File: src/rtl/sclctl_pkg.sv
package sclctl_pkg;
  typedef enum logic [1:0] {
    ST_IDLE = 2'd0,
    ST_RUN  = 2'd1,
    ST_DONE = 2'd2
  } sc_state_e;

  localparam int ADR_CTRL = 0;
  localparam int ADR_IEN  = 1;
  localparam int ADR_STAT = 2;
  localparam int ADR_TMO  = 3;

  localparam int CTL_START = 0;
  localparam int CTL_SRST  = 1;
  localparam int CTL_STATE = 4;

  localparam int SRC_FEND = 0;
  localparam int SRC_TMO  = 1;
  localparam int SRC_ERR0 = 2;
endpackage

File: src/rtl/sclctl_softrst.sv
module sclctl_softrst #(
  parameter int RST_CYCLES = 8
) (
  input  logic clk,
  input  logic rst,
  input  logic go_i,
  output logic busy_o
);
  localparam int CW = $clog2(RST_CYCLES + 1);

  logic [CW-1:0] cnt_q;

  always_ff @(posedge clk) begin
    if (rst) begin
      busy_o <= 1'b0;
      cnt_q  <= '0;
    end else if (go_i) begin
      busy_o <= 1'b1;
      cnt_q  <= CW'(RST_CYCLES);
    end else if (busy_o) begin
      if (cnt_q <= CW'(1)) begin
        busy_o <= 1'b0;
        cnt_q  <= '0;
      end else begin
        cnt_q <= cnt_q - CW'(1);
      end
    end
  end

  AST_RST_BOUNDED: assert property (@(posedge clk) disable iff (rst)
    busy_o |-> (cnt_q != '0) && (cnt_q <= CW'(RST_CYCLES)));
endmodule

File: src/rtl/sclctl_seq.sv
module sclctl_seq
  import sclctl_pkg::*;
#(
  parameter int TMR_W = 16,
  parameter int DIV_W = 4
) (
  input  logic             clk,
  input  logic             rst,
  input  logic             srst_i,
  input  logic             start_i,
  input  logic             tmo_en_i,
  input  logic [TMR_W-1:0] tmo_val_i,
  input  logic [DIV_W-1:0] tmo_div_i,
  input  logic             eng_done_i,
  output sc_state_e        state_o,
  output logic             eng_start_o,
  output logic             eng_abort_o,
  output logic             fend_o,
  output logic             tmo_o
);
  localparam int PSC_W = (1 << DIV_W) - 1;

  logic [TMR_W-1:0] cnt_q;
  logic [PSC_W-1:0] psc_q;
  logic [PSC_W-1:0] psc_lim;
  logic             tick;
  logic             tmo_hit;
  logic             running;

  assign psc_lim = PSC_W'((64'd1 << tmo_div_i) - 64'd1);
  assign tick    = (psc_q == psc_lim);
  assign tmo_hit = tmo_en_i && tick && (cnt_q <= TMR_W'(1));
  assign running = (state_o == ST_RUN) && !srst_i;
  assign fend_o  = running && eng_done_i;
  assign tmo_o   = running && !eng_done_i && tmo_hit;

  always_ff @(posedge clk) begin
    if (rst) begin
      state_o     <= ST_IDLE;
      eng_start_o <= 1'b0;
      eng_abort_o <= 1'b0;
      cnt_q       <= '0;
      psc_q       <= '0;
    end else begin
      eng_start_o <= 1'b0;
      eng_abort_o <= 1'b0;
      if (srst_i) begin
        eng_abort_o <= (state_o == ST_RUN);
        state_o     <= ST_IDLE;
        psc_q       <= '0;
      end else begin
        case (state_o)
          ST_IDLE: begin
            if (start_i) begin
              state_o     <= ST_RUN;
              eng_start_o <= 1'b1;
              cnt_q       <= tmo_val_i;
              psc_q       <= '0;
            end
          end
          ST_RUN: begin
            if (eng_done_i) begin
              state_o <= ST_DONE;
            end else if (tmo_hit) begin
              state_o     <= ST_DONE;
              eng_abort_o <= 1'b1;
            end else if (tick) begin
              psc_q <= '0;
              if (tmo_en_i && cnt_q != '0) cnt_q <= cnt_q - TMR_W'(1);
            end else begin
              psc_q <= psc_q + PSC_W'(1);
            end
          end
          default: state_o <= ST_IDLE;
        endcase
      end
    end
  end

  AST_START_FROM_IDLE: assert property (@(posedge clk) disable iff (rst)
    eng_start_o |-> (state_o == ST_RUN) && ($past(state_o) == ST_IDLE));
  AST_DONE_TO_IDLE: assert property (@(posedge clk) disable iff (rst)
    (state_o == ST_DONE) |=> (state_o == ST_IDLE));
endmodule

File: src/rtl/sclctl_irq.sv
module sclctl_irq #(
  parameter int NSRC = 26
) (
  input  logic            clk,
  input  logic            rst,
  input  logic            clr_all_i,
  input  logic            busy_i,
  input  logic            en_we_i,
  input  logic            st_w1c_i,
  input  logic [NSRC-1:0] wdata_i,
  input  logic [NSRC-1:0] set_i,
  output logic [NSRC-1:0] en_o,
  output logic [NSRC-1:0] stat_o,
  output logic            irq_o
);
  logic [NSRC-1:0] clr_mask;

  assign clr_mask = st_w1c_i ? wdata_i : '0;

  always_ff @(posedge clk) begin
    if (rst) begin
      en_o   <= '0;
      stat_o <= '0;
      irq_o  <= 1'b0;
    end else begin
      irq_o <= |(stat_o & en_o);
      if (clr_all_i) begin
        en_o   <= '0;
        stat_o <= '0;
      end else begin
        if (en_we_i && !busy_i) en_o <= wdata_i;
        stat_o <= (stat_o & ~clr_mask) | set_i;
      end
    end
  end

  AST_EN_LOCKED: assert property (@(posedge clk) disable iff (rst)
    busy_i |=> (en_o == '0));
  AST_IRQ_MASKED: assert property (@(posedge clk) disable iff (rst)
    ($past(en_o) == '0) |-> !irq_o);
endmodule

File: src/rtl/sclctl_top.sv
module sclctl_top
  import sclctl_pkg::*;
#(
  parameter int NERR       = 24,
  parameter int TMR_W      = 16,
  parameter int DIV_W      = 4,
  parameter int RST_CYCLES = 8,
  parameter int ADDR_W     = 4,
  parameter int DATA_W     = 32
) (
  input  logic              clk,
  input  logic              rst,
  input  logic              bus_wr,
  input  logic              bus_rd,
  input  logic [ADDR_W-1:0] bus_addr,
  input  logic [DATA_W-1:0] bus_wdata,
  output logic [DATA_W-1:0] bus_rdata,
  input  logic              eng_done_i,
  input  logic [NERR-1:0]   eng_err_i,
  output logic              eng_start_o,
  output logic              eng_abort_o,
  output logic              irq_o
);
  localparam int NSRC    = SRC_ERR0 + NERR;
  localparam int TMO_DIV = TMR_W;
  localparam int TMO_EN  = TMR_W + DIV_W;

  logic              wr_ctrl, wr_ien, wr_stat, wr_tmo;
  logic              srst_go, start_req, srst_busy;
  logic              fend, tmo;
  sc_state_e         state;
  logic [NSRC-1:0]   set_vec, ien, stat;
  logic [TMR_W-1:0]  tmo_val_q;
  logic [DIV_W-1:0]  tmo_div_q;
  logic              tmo_en_q;
  logic              unused_wdata;

  assign unused_wdata = ^bus_wdata[DATA_W-1:NSRC];

  assign wr_ctrl = bus_wr && (bus_addr == ADDR_W'(ADR_CTRL));
  assign wr_ien  = bus_wr && (bus_addr == ADDR_W'(ADR_IEN));
  assign wr_stat = bus_wr && (bus_addr == ADDR_W'(ADR_STAT));
  assign wr_tmo  = bus_wr && (bus_addr == ADDR_W'(ADR_TMO));

  assign srst_go   = wr_ctrl && bus_wdata[CTL_SRST] && !srst_busy;
  assign start_req = wr_ctrl && bus_wdata[CTL_START] && !bus_wdata[CTL_SRST] && !srst_busy;

  always_comb begin
    set_vec           = '0;
    set_vec[SRC_FEND] = fend;
    set_vec[SRC_TMO]  = tmo;
    set_vec[SRC_ERR0 +: NERR] = (state == ST_RUN) ? eng_err_i : '0;
  end

  always_ff @(posedge clk) begin
    if (rst) begin
      tmo_val_q <= '0;
      tmo_div_q <= '0;
      tmo_en_q  <= 1'b0;
    end else if (wr_tmo) begin
      tmo_val_q <= bus_wdata[TMR_W-1:0];
      tmo_div_q <= bus_wdata[TMO_DIV +: DIV_W];
      tmo_en_q  <= bus_wdata[TMO_EN];
    end
  end

  sclctl_softrst #(.RST_CYCLES(RST_CYCLES)) u_softrst (
    .clk    (clk),
    .rst    (rst),
    .go_i   (srst_go),
    .busy_o (srst_busy)
  );

  sclctl_seq #(.TMR_W(TMR_W), .DIV_W(DIV_W)) u_seq (
    .clk         (clk),
    .rst         (rst),
    .srst_i      (srst_go),
    .start_i     (start_req),
    .tmo_en_i    (tmo_en_q),
    .tmo_val_i   (tmo_val_q),
    .tmo_div_i   (tmo_div_q),
    .eng_done_i  (eng_done_i),
    .state_o     (state),
    .eng_start_o (eng_start_o),
    .eng_abort_o (eng_abort_o),
    .fend_o      (fend),
    .tmo_o       (tmo)
  );

  sclctl_irq #(.NSRC(NSRC)) u_irq (
    .clk       (clk),
    .rst       (rst),
    .clr_all_i (srst_go),
    .busy_i    (srst_busy),
    .en_we_i   (wr_ien),
    .st_w1c_i  (wr_stat),
    .wdata_i   (bus_wdata[NSRC-1:0]),
    .set_i     (set_vec),
    .en_o      (ien),
    .stat_o    (stat),
    .irq_o     (irq_o)
  );

  always_ff @(posedge clk) begin
    if (rst) begin
      bus_rdata <= '0;
    end else if (bus_rd) begin
      bus_rdata <= '0;
      case (bus_addr)
        ADDR_W'(ADR_CTRL): begin
          bus_rdata[CTL_SRST]       <= srst_busy;
          bus_rdata[CTL_STATE +: 2] <= state;
        end
        ADDR_W'(ADR_IEN):  bus_rdata[NSRC-1:0] <= ien;
        ADDR_W'(ADR_STAT): bus_rdata[NSRC-1:0] <= stat;
        ADDR_W'(ADR_TMO): begin
          bus_rdata[TMR_W-1:0]       <= tmo_val_q;
          bus_rdata[TMO_DIV +: DIV_W] <= tmo_div_q;
          bus_rdata[TMO_EN]           <= tmo_en_q;
        end
        default: bus_rdata <= '0;
      endcase
    end
  end

  AST_RST_CLEARS_STAT: assert property (@(posedge clk) disable iff (rst)
    $rose(srst_busy) |-> (stat == '0));
  AST_ABORT_FLAGGED: assert property (@(posedge clk) disable iff (rst)
    (eng_abort_o && !$past(srst_go)) |-> stat[SRC_TMO]);
  AST_NO_START_IN_RST: assert property (@(posedge clk) disable iff (rst)
    srst_busy |-> (state == ST_IDLE) && !eng_start_o);
endmodule

File: config.mk
export PLATFORM = sky130hd
export DESIGN_NAME = sclctl_top
export DESIGN_NICKNAME = d
export VERILOG_FILES = /design/src/rtl/sclctl_pkg.sv /design/src/rtl/sclctl_softrst.sv /design/src/rtl/sclctl_seq.sv /design/src/rtl/sclctl_irq.sv /design/src/rtl/sclctl_top.sv
export SDC_FILE = /design/constraint.sdc
export NUM_CORES = 1
export LEC_CHECK = 0
export ABC_AREA = 1
export ABC_CLOCK_PERIOD_IN_PS = 3100
export BUFFER_PORTS_ARGS = -buffer_cell sky130_fd_sc_hd__buf_2
export CAP_MARGIN = 20
export CORE_ASPECT_RATIO = 1.75
export CORE_MARGIN = 3
export CORE_UTILIZATION = 51
export CTS_CLUSTER_DIAMETER = 120
export CTS_CLUSTER_SIZE = 14
export DETAILED_ROUTE_END_ITERATION = 7
export HOLD_SLACK_MARGIN = 0.12
export MAX_ROUTING_LAYER = met4
export PLACE_DENSITY = 0.76
export SYNTH_ARGS = -nofsm -noshare
export SYNTH_HDL_FRONTEND = slang
export SYNTH_SLANG_ARGS = --single-unit
File: constraint.sdc
create_clock -name clk -period 3.1 [get_ports clk]
set_input_delay 0.62 -clock clk [delete_from_list [all_inputs] [get_ports clk]]
set_output_delay 0.62 -clock clk [all_outputs]
set_load 0.05 [all_outputs]
==> results of run 1 <==
==> logic make-up after synthesis <==
| logic type | after synthesis | synth area share |
|---|---|---|
| XOR/XNOR | 15 | 0.0177 |
| buffers and inverters | 188 | 0.102 |
| other | 1 | 0.000504 |
| flip-flops | 140 | 0.377 |
| adder cells (fa/ha/maj) | 6 | 0.0101 |
| AND/OR/NAND/NOR | 579 | 0.325 |
| AO/OA/AOI/OAI | 228 | 0.168 |
==> final cells by class <==
cell class,count,area [um^2],share of cell area
Inverter,123,462,0.0534
Tap cell,177,221,0.0256
Sequential cell,140,2800,0.324
Timing Repair Buffer,111,628,0.0726
Multi-Input combinational cell,834,3930,0.454
Clock buffer,18,429,0.0496
Clock inverter,14,178,0.0205
==> through the flow <==
step                      total power (uW)  instance area, um^2  setup WS (ps)  std cells
final                                 4300                 8650            407       1417
after CTS                             4310                 8640            243       1417
after global routing                  4430                 8650         0.0364       1417
after floorplan                       2100                 7460            770       1162
after global placement                2220                 8040            275       1385
after detailed placement              2220                 8040            268       1385
==> power breakdown <==
group / internal [uW] / switching [uW]
Sequential: 1820 / 12.2
Combinational: 105 / 254
Clock: 1220 / 890
Total: 3140 / 1160
==> critical path, cell delays in order, from the launching register on <==
cell,delay (ps)
sky130_fd_sc_hd__dfxtp_1,450
sky130_fd_sc_hd__nor2_2,110
sky130_fd_sc_hd__nand2_1,120
sky130_fd_sc_hd__ha_1,330
sky130_fd_sc_hd__inv_1,120
sky130_fd_sc_hd__nand2_1,70
sky130_fd_sc_hd__nand2_1,60
sky130_fd_sc_hd__nand2_1,60
sky130_fd_sc_hd__nand2_1,90
sky130_fd_sc_hd__nor3_1,150
sky130_fd_sc_hd__nand2_1,70
sky130_fd_sc_hd__nor2_1,120
sky130_fd_sc_hd__nand4_1,210
sky130_fd_sc_hd__nand2_2,160
sky130_fd_sc_hd__nand2_2,220
sky130_fd_sc_hd__nand2_1,120
sky130_fd_sc_hd__nand2_1,60
sky130_fd_sc_hd__nor2_1,90
==> cell usage after synthesis, drive strengths merged, types with 3 or more instances <==
cell type and n:
nor4 3, dfxtp 140, nand4 16, o21ai 67
nand3b 3, o22ai 5, inv 119, nand3 104
a221oi 4, o221ai 14, clkinv 4, o211ai 7
nor3 9, buf 21, clkbuf 44, xor2 14
nor2 104, nand2 338, a21oi 127, ha 6
==> routing by layer <==
metal,global-route usage,part of all wire
met3,0.0307,0.052
met1,0.289,0.37
met2,0.509,0.52
met5,-,0
met4,0.180,0.059
==> how the worst max path moves through the flow <==
stage / startpoint / end / slack [ps] / depth (start not counted)
final: tmo_div_q[0] / u_seq.psc_q[14] / 410 / 17
after global routing: tmo_div_q[0] / u_seq.cnt_q[1] / 0.04 / 19
after CTS: tmo_div_q[1] / u_seq.cnt_q[4] / 240 / 19
after detailed placement: tmo_div_q[1] / u_seq.cnt_q[0] / 270 / 19
after global placement: tmo_div_q[1] / u_seq.cnt_q[4] / 280 / 19
after floorplan: tmo_div_q[1] / u_seq.cnt_q[10] / 770 / 20
==> state kept, by name (all words and copies together) (netlist names), 4 cells and up <==
signal / flops
u_irq.stat_o: 26
u_softrst.cnt_q: 4
u_seq.cnt_q: 16
u_irq.en_o: 26
tmo_val_q: 16
bus_rdata: 26
u_seq.psc_q: 15
tmo_div_q: 4
==> placed cells by master, fill, tap and decap left out, drive strengths merged <==
cell / instances
nor4: 3
a21oi: 127
buf: 111
inv: 126
o21ai: 67
o221ai: 14
xnor2: 1
nand2: 338
nor2: 104
a221oi: 4
nor3: 9
a32oi: 1
a22o: 2
o22ai: 5
ha: 6
o211ai: 7
o21a: 1
nor2b: 1
nand3: 104
conb: 6
bufinv: 2
clkinvlp: 2
dfxtp: 140
clkinv: 7
or2: 1
nand4: 16
xor2: 14
clkbuf: 18
nand3b: 3
==> results by stage, run 1 <==
Status:
- The run finished with clean final reports.

Setup path:
- The endpoint of the worst register-to-register path is u_seq.psc_q[14].
- The worst setup path category is reg -> reg.
- The worst reg2reg path startpoint is tmo_div_q[0].
- The count of cells along the worst register-to-register path is 17.
- The worst path arrival time is 3040 ps.
- The flop-to-flop setup slack is 410 ps.
- In this run the worst path has a maximum fanout of 16.
- The nature of the critical path startpoint is a register.
- STA classifies the critical path endpoint as a register.
- At the worst endpoint, the required time is about 3500 ps.

Synthesis:
- After technology mapping, the gate count stands at 1157.
- Among all flip-flop cells after synthesis, the most frequent one is sky130_fd_sc_hd__dfxtp_1.
- The proportion of netlist area held by the largest area contributor is 0.377.
- Counting flops with an async set or reset pin after synthesis yields a share of 0.
- During synthesis, Yosys emitted a total of 0 warnings.
- The average cell area after synthesis is 6.43 um^2.
- The cell type with the highest aggregate area in the netlist is sky130_fd_sc_hd__dfxtp_1.
- Synthesis instantiated 38 different standard cells from the library.
- Counting flops and latches in the post-synthesis netlist gives 140.
- The sequential fraction of the synthesis area is 0.377.
- Sorting the synthesized cells by area gives the leading types as sky130_fd_sc_hd__dfxtp_1 (38%), sky130_fd_sc_hd__nand2_1 (17%), sky130_fd_sc_hd__a21oi_1 (8.5%).
- The mapped netlist covers ~0.0074 mm^2.
- The count of flip-flops with a built-in enable after synthesis is 0.

Place:
- The number of buffer cells added on primary ports is 87.
- Routability-driven placement finished with a final weighted congestion of 0.960.
- The detailed placer's ending HPWL is 15.9 mm.

Detailed routing:
- For this block, the routed nets add up to 22.4 mm of wire.
- The routed layout has slightly below 8000 vias.
- The post-route antenna net violation count is 0.
- The DRC violations left is 0.
- The post-detailed-route wirelength per cell is 15.8 um.
- After the first detailed-routing iteration, the DRC count stood at 498.
- Using the TritonRoute via totals, the vias-per-cell ratio works out to 5.60.
- The first TritonRoute pass finished after 6 iterations.

Clock network:
- The clock transition at the registers of the reported paths is 70 ps.
- The longest clock path from root to sink contains 2 buffers.
- The clock tree from TritonCTS is built.
- The H-tree generated during clock tree synthesis spans 4 levels.
- The CTS root buffer is sky130_fd_sc_hd__clkbuf_16.
- The clock reaches the later pin of the worst-skew pair after 430 ps.
- The number of gates resized after CTS is 0.
- The number of buffers created by CTS is 17.
- The number of setup buffers added after CTS is 0.
- Buffers inserted to repair hold after CTS numbered 0.
- The TritonCTS sink count is 140.

STA:
- After routing, the total negative slack on setup checks comes to 0 ps.
- For the finished layout, the period the worst path requires is 2690 ps.
- The upper clock frequency limit is between 300 and 400 MHz.
- The total of endpoints with negative setup slack in the final report is 0.
- Dividing the final minimum period by the clock period gives 0.869.
- On the final layout, the worst hold slack is 438 ps.
- The final hold violation count was 0.
- Clock skew on the completed layout was measured at 18.5 ps.
- Setup repair after global routing left no endpoint under its margin.
- The slew at the pin closest to its max-slew limit is about 700 ps.
- The worst-case headroom to the max-slew limit is 0.519.
- The final max-slew violation count was 0.

Global routing:
- The number of antenna violations at the first check in global routing is 0.
- The total global routing track utilization is 0.283.
- The via count of the first global-routing pass is between 7000 and 8000.
- After global routing the overflow that remains totals 0.
- The first-pass GRT wire length is 36.3 mm.
- The maximum number of pins on one net before global-route repair is 52.

Floorplanning:
- The die boundary height is 166 um.
- The core region is between 0.01 and 0.015 mm^2.
- The die outline area is 0.0161 mm^2.
- The initial utilization of the core area, before any placement, comes to 0.527.
- 100 I/O pins were placed.
- The chip width is 97.3 um.
- The initialized floorplan defines 57 standard-cell rows.

Layout:
- For this run, the share of the core covered by cells in the final layout is 0.613.
- From synthesis to final layout, the design area changed by 16.3%.
- The number of antenna diodes in the final layout is 0.
- The number of fillers in the final layout is between 1000 and 1500.
- The share of final-layout standard cells stronger than drive strength 1 is 0.134.
- The number of nets at the end of the flow is 1298.

Power:
- The worst-case IR drop observed on VDD is 0.338 mV.
- For this design the static power due to leakage is 0.00363 uW.
- In this run the power density over the cells is 497 mW/mm^2.

Worst hold path:
- The path class of the tightest hold or removal check is in -> reg.
- Counting instances, the worst hold path has a depth of 3.
- The worst hold path terminates at u_irq.stat_o[22].
- The worst min-delay path startpoint is eng_err_i[20].

Job:
- Max-cap violations in this run came to 0.
Power figures use the tool's default switching activity.
==> inputs of run 2 (changes only) <==
ABC_AREA = unset   (was 1)
CAP_MARGIN = unset   (was 20)
==> run 2 against run 1 <==
Net effect:
- via count fell by 6.8%
- clock power down 5%
- critical path depth down 3
- maximum frequency decreased by 7.7%
- total power down 4.8%
- register-to-register slack worse by 230 ps
- non-clock buffer count is 15 higher
- sequential power about the same
- core utilization up 0.062 points
- final area is 0.41% lower
- synthesized cell count shrank 17%
- die area is 0.43% lower
- critical endpoint is now u_seq.cnt_q[5]
==> results by stage, run 2 <==
Setup path:
- The largest individual stage delay along the critical path comes from the cell sky130_fd_sc_hd__dfxtp_1.
- Along the worst path, the maximum fanout reaches 13.
- STA classifies the critical path startpoint as a register.
- The data required time of the worst path is 3420 ps.
- The count of buffer and inverter cells on the critical path is 4.
- The worst setup path is of the reg -> reg kind.
- The endpoint type of the worst setup path is a register.
- Traced cell by cell, the critical path runs through nor3_4 > nand2b_1 > ha_2 > buf_4 > nor3_1 > o21ai_1 > mux2_4 > nor4_4 > buf_4 > buf_4 > a31o_2 > nand2_1 > buf_4 > o31ai_1.
- The startpoint identified for the worst register-to-register timing path is tmo_div_q[3].
- The total number of cells along the worst setup path is 14.
- The count of cells along the worst register-to-register path is 14.
- The endpoint identified for the worst register-to-register timing path is u_seq.cnt_q[5].
- The flop-to-flop setup slack is 180 ps.
- The delay of the slowest cell on the worst path is between 300 and 400 ps.
- The worst path arrival time is 3240 ps.
- On the critical path the largest part of the delay comes from simple AND/OR/NAND/NOR gates.
- The most frequent cell on the critical path is sky130_fd_sc_hd__buf_4.

Detailed routing:
- The post-detailed-route wirelength per cell is 17.7 um.
- The DRC violations left is 0.
- The detailed router's first-iteration violation count is 437.
- The number of iterations in the first detailed-routing pass is 5.
- The post-route antenna net violation count is 0.
- For this block, the routed nets add up to about 22 mm of wire.
- The detailed router placed ~7400 vias in this run.
- Dividing the detail-routed via count by the number of cells gives 6.09.

Clock network:
- CTS placed an instance of sky130_fd_sc_hd__clkbuf_16 at the clock tree root.
- The clock tree synthesis step divided the H-tree into 4 levels.
- Clock-pin slew was measured on the worst setup and hold paths at 70 ps.
- The clock net in this run drives a total of 140 sinks.
- For the worst-skew pair, the clock arrives at the later sink with an insertion delay of between 400 and 500 ps.
- The clock tree buffer depth is 2.
- The hold buffer count at CTS is 0.
- Clock tree synthesis inserted a total of 17 buffers.
- TritonCTS built the clock tree.

Floorplanning:
- The die is 97.1 um wide.
- The core region is approximately 0.014 mm^2.
- The die covers 0.0161 mm^2.
- The number of rows in the core area is 57.
- The die boundary height is around 170 um.
- During I/O placement, the number of pins put on the boundary was 100.
- The starting density of the core is 0.527.

Worst hold path:
- The type of the tightest min-delay check is in -> reg.
- The capture endpoint of the worst hold path is u_irq.stat_o[18].
- The worst hold path begins at eng_err_i[16].
- The worst hold path passes through 3 cells.

Synthesis:
- Counting distinct cell types in the post-synthesis netlist gives 70.
- Of all cell types, the one taking the most synthesized area is sky130_fd_sc_hd__dfxtp_1.
- The share of the Yosys chip area taken by registers is 0.378.
- The cell count after synthesis came out at 960.
- Among all flip-flop cells after synthesis, the most frequent one is sky130_fd_sc_hd__dfxtp_1.
- The register bit count reported by yosys is 140.
- A synthesized cell averages 7.72 um^2.
- The Yosys step of the flow raised 0 warnings.
- By area the synthesized netlist is led by sky130_fd_sc_hd__dfxtp_1 (38%), sky130_fd_sc_hd__nand2_1 (8.9%), sky130_fd_sc_hd__a21oi_1 (7.0%).
- In this run, synthesis inferred 0 flip-flops with an integrated enable.
- The cell area that synthesis handed to floorplanning was around 0.0074 mm^2.
- The most frequently used cell type in the post-synthesis netlist is sky130_fd_sc_hd__nand2_1.
- Of the post-synthesis cell area, the dominant cell type holds 0.378.
- By count the netlist is led by sky130_fd_sc_hd__nand2_1 (176), sky130_fd_sc_hd__dfxtp_1 (140), sky130_fd_sc_hd__a21oi_1 (103).
- For this run, asynchronously set or reset flops after synthesis account for 0.

Place:
- Once placement completed, the tool counted placed cells totaling 1180.
- The detailed placer's ending HPWL is 15.2 mm.
- The final RePlAce weighted congestion is 0.908.
- The number of buffer cells added on primary ports is 87.

Global routing:
- The total grt overflow is 0.
- For this run, the total global-route usage over all layers was measured as 0.276.
- The via count of the first global-routing pass is about 7100.
- The number of antenna violations at the first check in global routing came to 0.
- The first-pass GRT wire length is approximately 35 mm.
- Entering global routing, the biggest net connects 53 pins.

Layout:
- The share of final-layout standard cells stronger than drive strength 1 is 0.180.
- For this run, the share of the core covered by cells in the final layout is 0.613.
- Leaving out fill and tap cells, the most frequent cells in the layout are sky130_fd_sc_hd__nand2_1 (175), sky130_fd_sc_hd__dfxtp_1 (140), sky130_fd_sc_hd__a21oi_1 (103).
- Leaving out fill and tap cells, the most frequent cell in the layout is sky130_fd_sc_hd__nand2_1.
- The largest registers in the layout are bus_rdata: 26 flops, u_irq.en_o: 26 flops, u_irq.stat_o: 26 flops.
- The number of antenna diodes in the final layout is 0.
- The area growth from synthesis to final layout is 16.3%.
- The number of nets at the end of the flow is 1095.
- The count of cells in the finished layout, fillers not included, comes to between 1000 and 1500.

STA:
- Of the available clock period, the critical path in the final layout requires 0.942.
- The worst pin sits at a relative slew slack of 0.586.
- At the pin with the least slew margin, the transition time is 615 ps.
- The setup total negative slack is 0 ps.
- The total of endpoints with negative setup slack in the final report is 0.
- The final hold violation count is 0.
- The worst clock skew is 11.6 ps.
- Setup repair after global routing left no endpoint under its margin.
- Static timing analysis puts the maximum clock frequency at 343 MHz.
- The final worst hold slack is roughly 440 ps.
- The minimum clock period is 2920 ps.
- The final max-slew violation count is 0.

Power:
- The worst IR drop on VDD is about 0.38 mV.
- The leakage power figure is 0.00318 uW.
- The power per cell area is 475 mW/mm^2.

Job:
- Max-cap violations in this run came to 0.

Status:
- The run finished with clean final reports.
[run 2: cell count changes in the layout (fill, tap and decap cells not counted), moves of 13 or more]
cell,delta
sky130_fd_sc_hd__nand3_1,-77
sky130_fd_sc_hd__nand2_1,-157
sky130_fd_sc_hd__o32a_1,+13
sky130_fd_sc_hd__inv_1,-99
sky130_fd_sc_hd__a22oi_1,+36
sky130_fd_sc_hd__o21ai_0,-36
sky130_fd_sc_hd__buf_4,+15
sky130_fd_sc_hd__a21oi_1,-24
sky130_fd_sc_hd__nor2b_1,+27
sky130_fd_sc_hd__mux2i_1,+19
sky130_fd_sc_hd__o221ai_1,-13
[run 2: worst max path at each step]
stage                 start  slack [ps]              end
2_1_floorplan  tmo_div_q[1]           5  u_seq.cnt_q[10]
3_3_place_gp   tmo_div_q[3]          90   u_seq.cnt_q[3]
3_5_place_dp   tmo_div_q[3]           1   u_seq.cnt_q[8]
4_1_cts        tmo_div_q[3]         130   u_seq.cnt_q[5]
5_1_grt        tmo_div_q[3]           4   u_seq.cnt_q[3]
6_report       tmo_div_q[3]         180   u_seq.cnt_q[5]
[run 2: metal layers]
| layer | wire length, um | track usage | share of wire |
|---|---|---|---|
| met1 | 8390 | 0.302 | 0.39 |
| met2 | 11000 | 0.484 | 0.51 |
| met3 | 1080 | 0.0378 | 0.050 |
| met4 | 1020 | 0.154 | 0.048 |
| met5 | 0 | - | 0 |
[run 2: through the flow]
step / total power [uW] / cell area (um^2) / setup slack [ps]
2_1_floorplan: 2010 / 7460 / 5.37
3_3_place_gp: 2110 / 8010 / 93.0
3_5_place_dp: 2110 / 8010 / 1.25
4_1_cts: 4110 / 8600 / 134
5_1_grt: 4210 / 8620 / 4.06
6_report: 4090 / 8620 / 181
[run 2: cell type report]
class                           count  area, um^2
Timing Repair Buffer              126         741
Inverter                           14        52.6
Tap cell                          177         221
Multi-Input combinational cell    725        4220
Clock inverter                     14         148
Fill cell                        1243        5430
Clock buffer                       18         429
Sequential cell                   140        2800
[run 2: where the power goes]
group / leakage, uW / internal (uW) / switching [uW] / total (uW)
clock: 0.000274 / 1140 / 877 / 2010
combinational: 0.00177 / 86.8 / 176 / 262
sequential: 0.00113 / 1810 / 9.11 / 1820
total: 0.00318 / 3030 / 1060 / 4090
[run 2: repair_timing]
action,CTS,global route
buffers inserted,2,0
resized for setup,0,7
cloned,0,0
endpoints found under the setup margin,2,16
pin swaps,1,0
[run 2: tightest hold or removal path, stage by stage]
cell and delay [ps]:
sky130_fd_sc_hd__buf_2 70, sky130_fd_sc_hd__a22oi_1 60, sky130_fd_sc_hd__nor2_1 70
[run 2: kinds of logic after synthesis]
kind of cell	after synthesis	share of synthesized area
buf+inv	100	0.0622
fa+ha+maj	6	0.0101
flops	140	0.378
compound gates	268	0.242
xor+xnor	10	0.0118
simple gates	412	0.259
mux	23	0.0363
other cells	1	0.000506
==> inputs of run 3 (changes only) <==
ABC_CLOCK_PERIOD_IN_PS = 3000   (was 3100)
clock period = 3 ns   (was 3.1 ns; I/O delays follow)
==> run 3 against run 2 <==
Net effect:
- non-clock buffer count fell by 1
- maximum frequency rose by 0.97%
- combinational power rose by 7.6%
- final area rose by 1.6%
- hold slack got worse by 23 ps
- count of clock-buffer cells in the layout did not move
- core utilization rose by 0.95 points
- total power rose by 7.2%
- worst setup slack got worse by 72 ps
==> results by stage, run 3 (synthesis gave the netlist of run 2 again) <==
Status:
- The run finished with clean final reports.

Global routing:
- After global routing the overflow that remains totals 0.
- The number of antenna violations at the first check in global routing was 0.
- The first-pass GRT wire length is around 35 mm.
- The total global routing track utilization is 0.281.
- Entering global routing, the biggest net connects 56 pins.
- The via count of the first global-routing pass is 7118.

Floorplanning:
- The die covers between 0.015 and 0.02 mm^2.
- Row generation in the floorplan step produced 57 rows.
- The chip width is just under 100 um.
- The core region is between 0.01 and 0.015 mm^2.
- The die boundary height is 165 um.
- In this run the count of I/O pins placed on the die edge is 100.
- The starting density of the core is 0.527.

Place:
- Routability-driven placement finished with a final weighted congestion of 0.871.
- At the placement stage, the worst setup path has a slack of 25.6 ps.
- The detailed placer's ending HPWL is 15.1 mm.
- During placement, the flow inserted port buffers numbering 87.

STA:
- The worst-case headroom to the max-slew limit is 0.296.
- For the pin with the worst max-slew slack, the measured transition is 1060 ps.
- The minimum clock period is 2890 ps.
- In the finished design, the share of the clock period the worst path needs comes to 0.964.
- The worst path setup slack after routing is 109 ps.
- The worst clock skew is 13.2 ps.
- The final max-slew violation count is 0.
- Based on the critical path, the design can be clocked at up to 346 MHz.
- The final hold violation count is 0.
- The total of endpoints with negative setup slack in the final report is 0.
- The setup total negative slack is 0 ps.

Job:
- The max-cap check violation count is 0.

Layout:
- The area growth from synthesis to layout is 18.1%.
- In the final layout, the share of cells above drive strength 1 is 0.182.
- The largest registers in the layout are bus_rdata: 26 flops, u_irq.en_o: 26 flops, u_irq.stat_o: 26 flops.
- For this run, the post-layout net count is about 1100.
- The number of fillers in the final layout is 1219.
- The top cell types in the final layout, fill and taps aside, are sky130_fd_sc_hd__nand2_1 (175), sky130_fd_sc_hd__dfxtp_1 (139), sky130_fd_sc_hd__a21oi_1 (103).
- The library cell used most frequently in the layout, excluding fill and tap cells, is sky130_fd_sc_hd__nand2_1.

Power:
- Power spread over the standard cell area amounts to 501 mW/mm^2.
- The worst IR drop on VDD is 0.390 mV.
- For this design the static power due to leakage is between 0.003 and 0.004 uW.

Clock network:
- In this run, post-CTS hold repair placed 0 buffers.
- The clock tree buffer depth is 2.
- The CTS root buffer is sky130_fd_sc_hd__clkbuf_16.
- Buffers inserted during clock tree synthesis total 17.
- The TritonCTS sink count is 140.
- TritonCTS built the clock tree.
- After clock tree synthesis, the clock-pin slew on the worst setup and hold paths is 60 ps.
- At the later pin of the worst-skew pair, clock insertion delay measures roughly 430 ps.
- The level count of the clock H-tree is 4.

Setup path:
- The worst-path maximum fanout is 13.
- At the worst endpoint, the required time is 3330 ps.
- The endpoint type of the worst setup path is a register.
- The worst path arrival time is 3220 ps.
- The count of cells along the worst register-to-register path is 13.
- STA classifies the critical path startpoint as a register.
- The critical path is of the reg -> reg type.

Detailed routing:
- The pre-antenna-repair detailed-routing pass consisted of 6 iterations.
- The final wirelength is 22.3 mm.
- The post-route antenna net violation count is 0.
- The DRC violations left is 0.
- The via count of the routed design is 7425.
- In this run, the number of DRC markers left after iteration 0 of detailed routing was 464.
- The post-detailed-route wirelength per cell is roughly 18 um.
- The average vias per placed instance is 6.11.

Worst hold path:
- The type of the tightest min-delay check is in -> reg.
- The worst hold path depth is 3.
[run 3: cell types whose count changed in the layout (fill, tap and decap cells not counted), sizes merged]
cell / before / now
a31oi: 7 / 9
buf: 126 / 125
diode: 0 / 1
clkinvlp: 3 / 2
bufinv: 1 / 3
inv: 22 / 20
[run 3: cell type report]
type                            count  area [um^2]  share of cell area
Tap cell                          177          221              0.0253
Antenna cell                        1         2.50            0.000286
Inverter                           14         52.6             0.00601
Timing Repair Buffer              125          791              0.0904
Clock inverter                     13          178              0.0203
Clock buffer                       18          439              0.0502
Multi-Input combinational cell    727         4260               0.487
Sequential cell                   140         2800               0.320
[run 3: path summary, 6_finish.rpt]
kind            startpoint          endpoint  slack (ps)
max           tmo_div_q[3]   u_seq.cnt_q[11]         110
min          eng_err_i[16]  u_irq.stat_o[18]         420
max reg2reg   tmo_div_q[3]   u_seq.cnt_q[11]         110
min reg2reg  u_irq.en_o[0]     u_irq.en_o[0]         470
[run 3: repair_timing]
item,4_1_cts,5_1_grt
cloned,0,2
pin swaps,1,3
setup endpoints to repair,1,24
resized for setup,0,9
buffers inserted,2,3
[run 3: critical path: stages, from the launching register on]
cell and delay, ps:
sky130_fd_sc_hd__dfxtp_1 360, sky130_fd_sc_hd__nor3_4 210, sky130_fd_sc_hd__nand2_1 120, sky130_fd_sc_hd__ha_4 220, sky130_fd_sc_hd__and2_4 170, sky130_fd_sc_hd__o21ai_2 130, sky130_fd_sc_hd__mux2_4 330, sky130_fd_sc_hd__nor4_4 300
sky130_fd_sc_hd__buf_6 190, sky130_fd_sc_hd__buf_4 130, sky130_fd_sc_hd__a31o_2 170, sky130_fd_sc_hd__nand2_1 90, sky130_fd_sc_hd__buf_12 160, sky130_fd_sc_hd__o31ai_1 230
[run 3: metal layers]
| layer | wire (um) | track usage | vias to the layer above |
|---|---|---|---|
| li1 | - | - | 3552 |
| met1 | 8310 | 0.306 | 3493 |
| met2 | 11800 | 0.493 | 313 |
| met3 | 1330 | 0.0433 | 67 |
| met4 | 939 | 0.148 | 0 |
| met5 | 0 | - | - |
[run 3: stage by stage]
step / hold WS (ps) / instance area [um^2] / total power [uW] / std cells / utilization
after floorplan: 446 / 7480 / 2080 / 965 / -
after global placement: 453 / 8020 / 2180 / 1176 / 0.571
after detailed placement: 461 / 8020 / 2180 / 1176 / 0.571
after CTS: 418 / 8650 / 4390 / 1209 / 0.616
after global routing: 433 / 8750 / 4500 / 1214 / 0.623
final: 421 / 8750 / 4380 / 1215 / 0.623
[run 3: report_power, final]
group / internal, uW / switching [uW]
Combinational: 93.8 / 188
Sequential: 1870 / 9.77
Clock: 1350 / 877
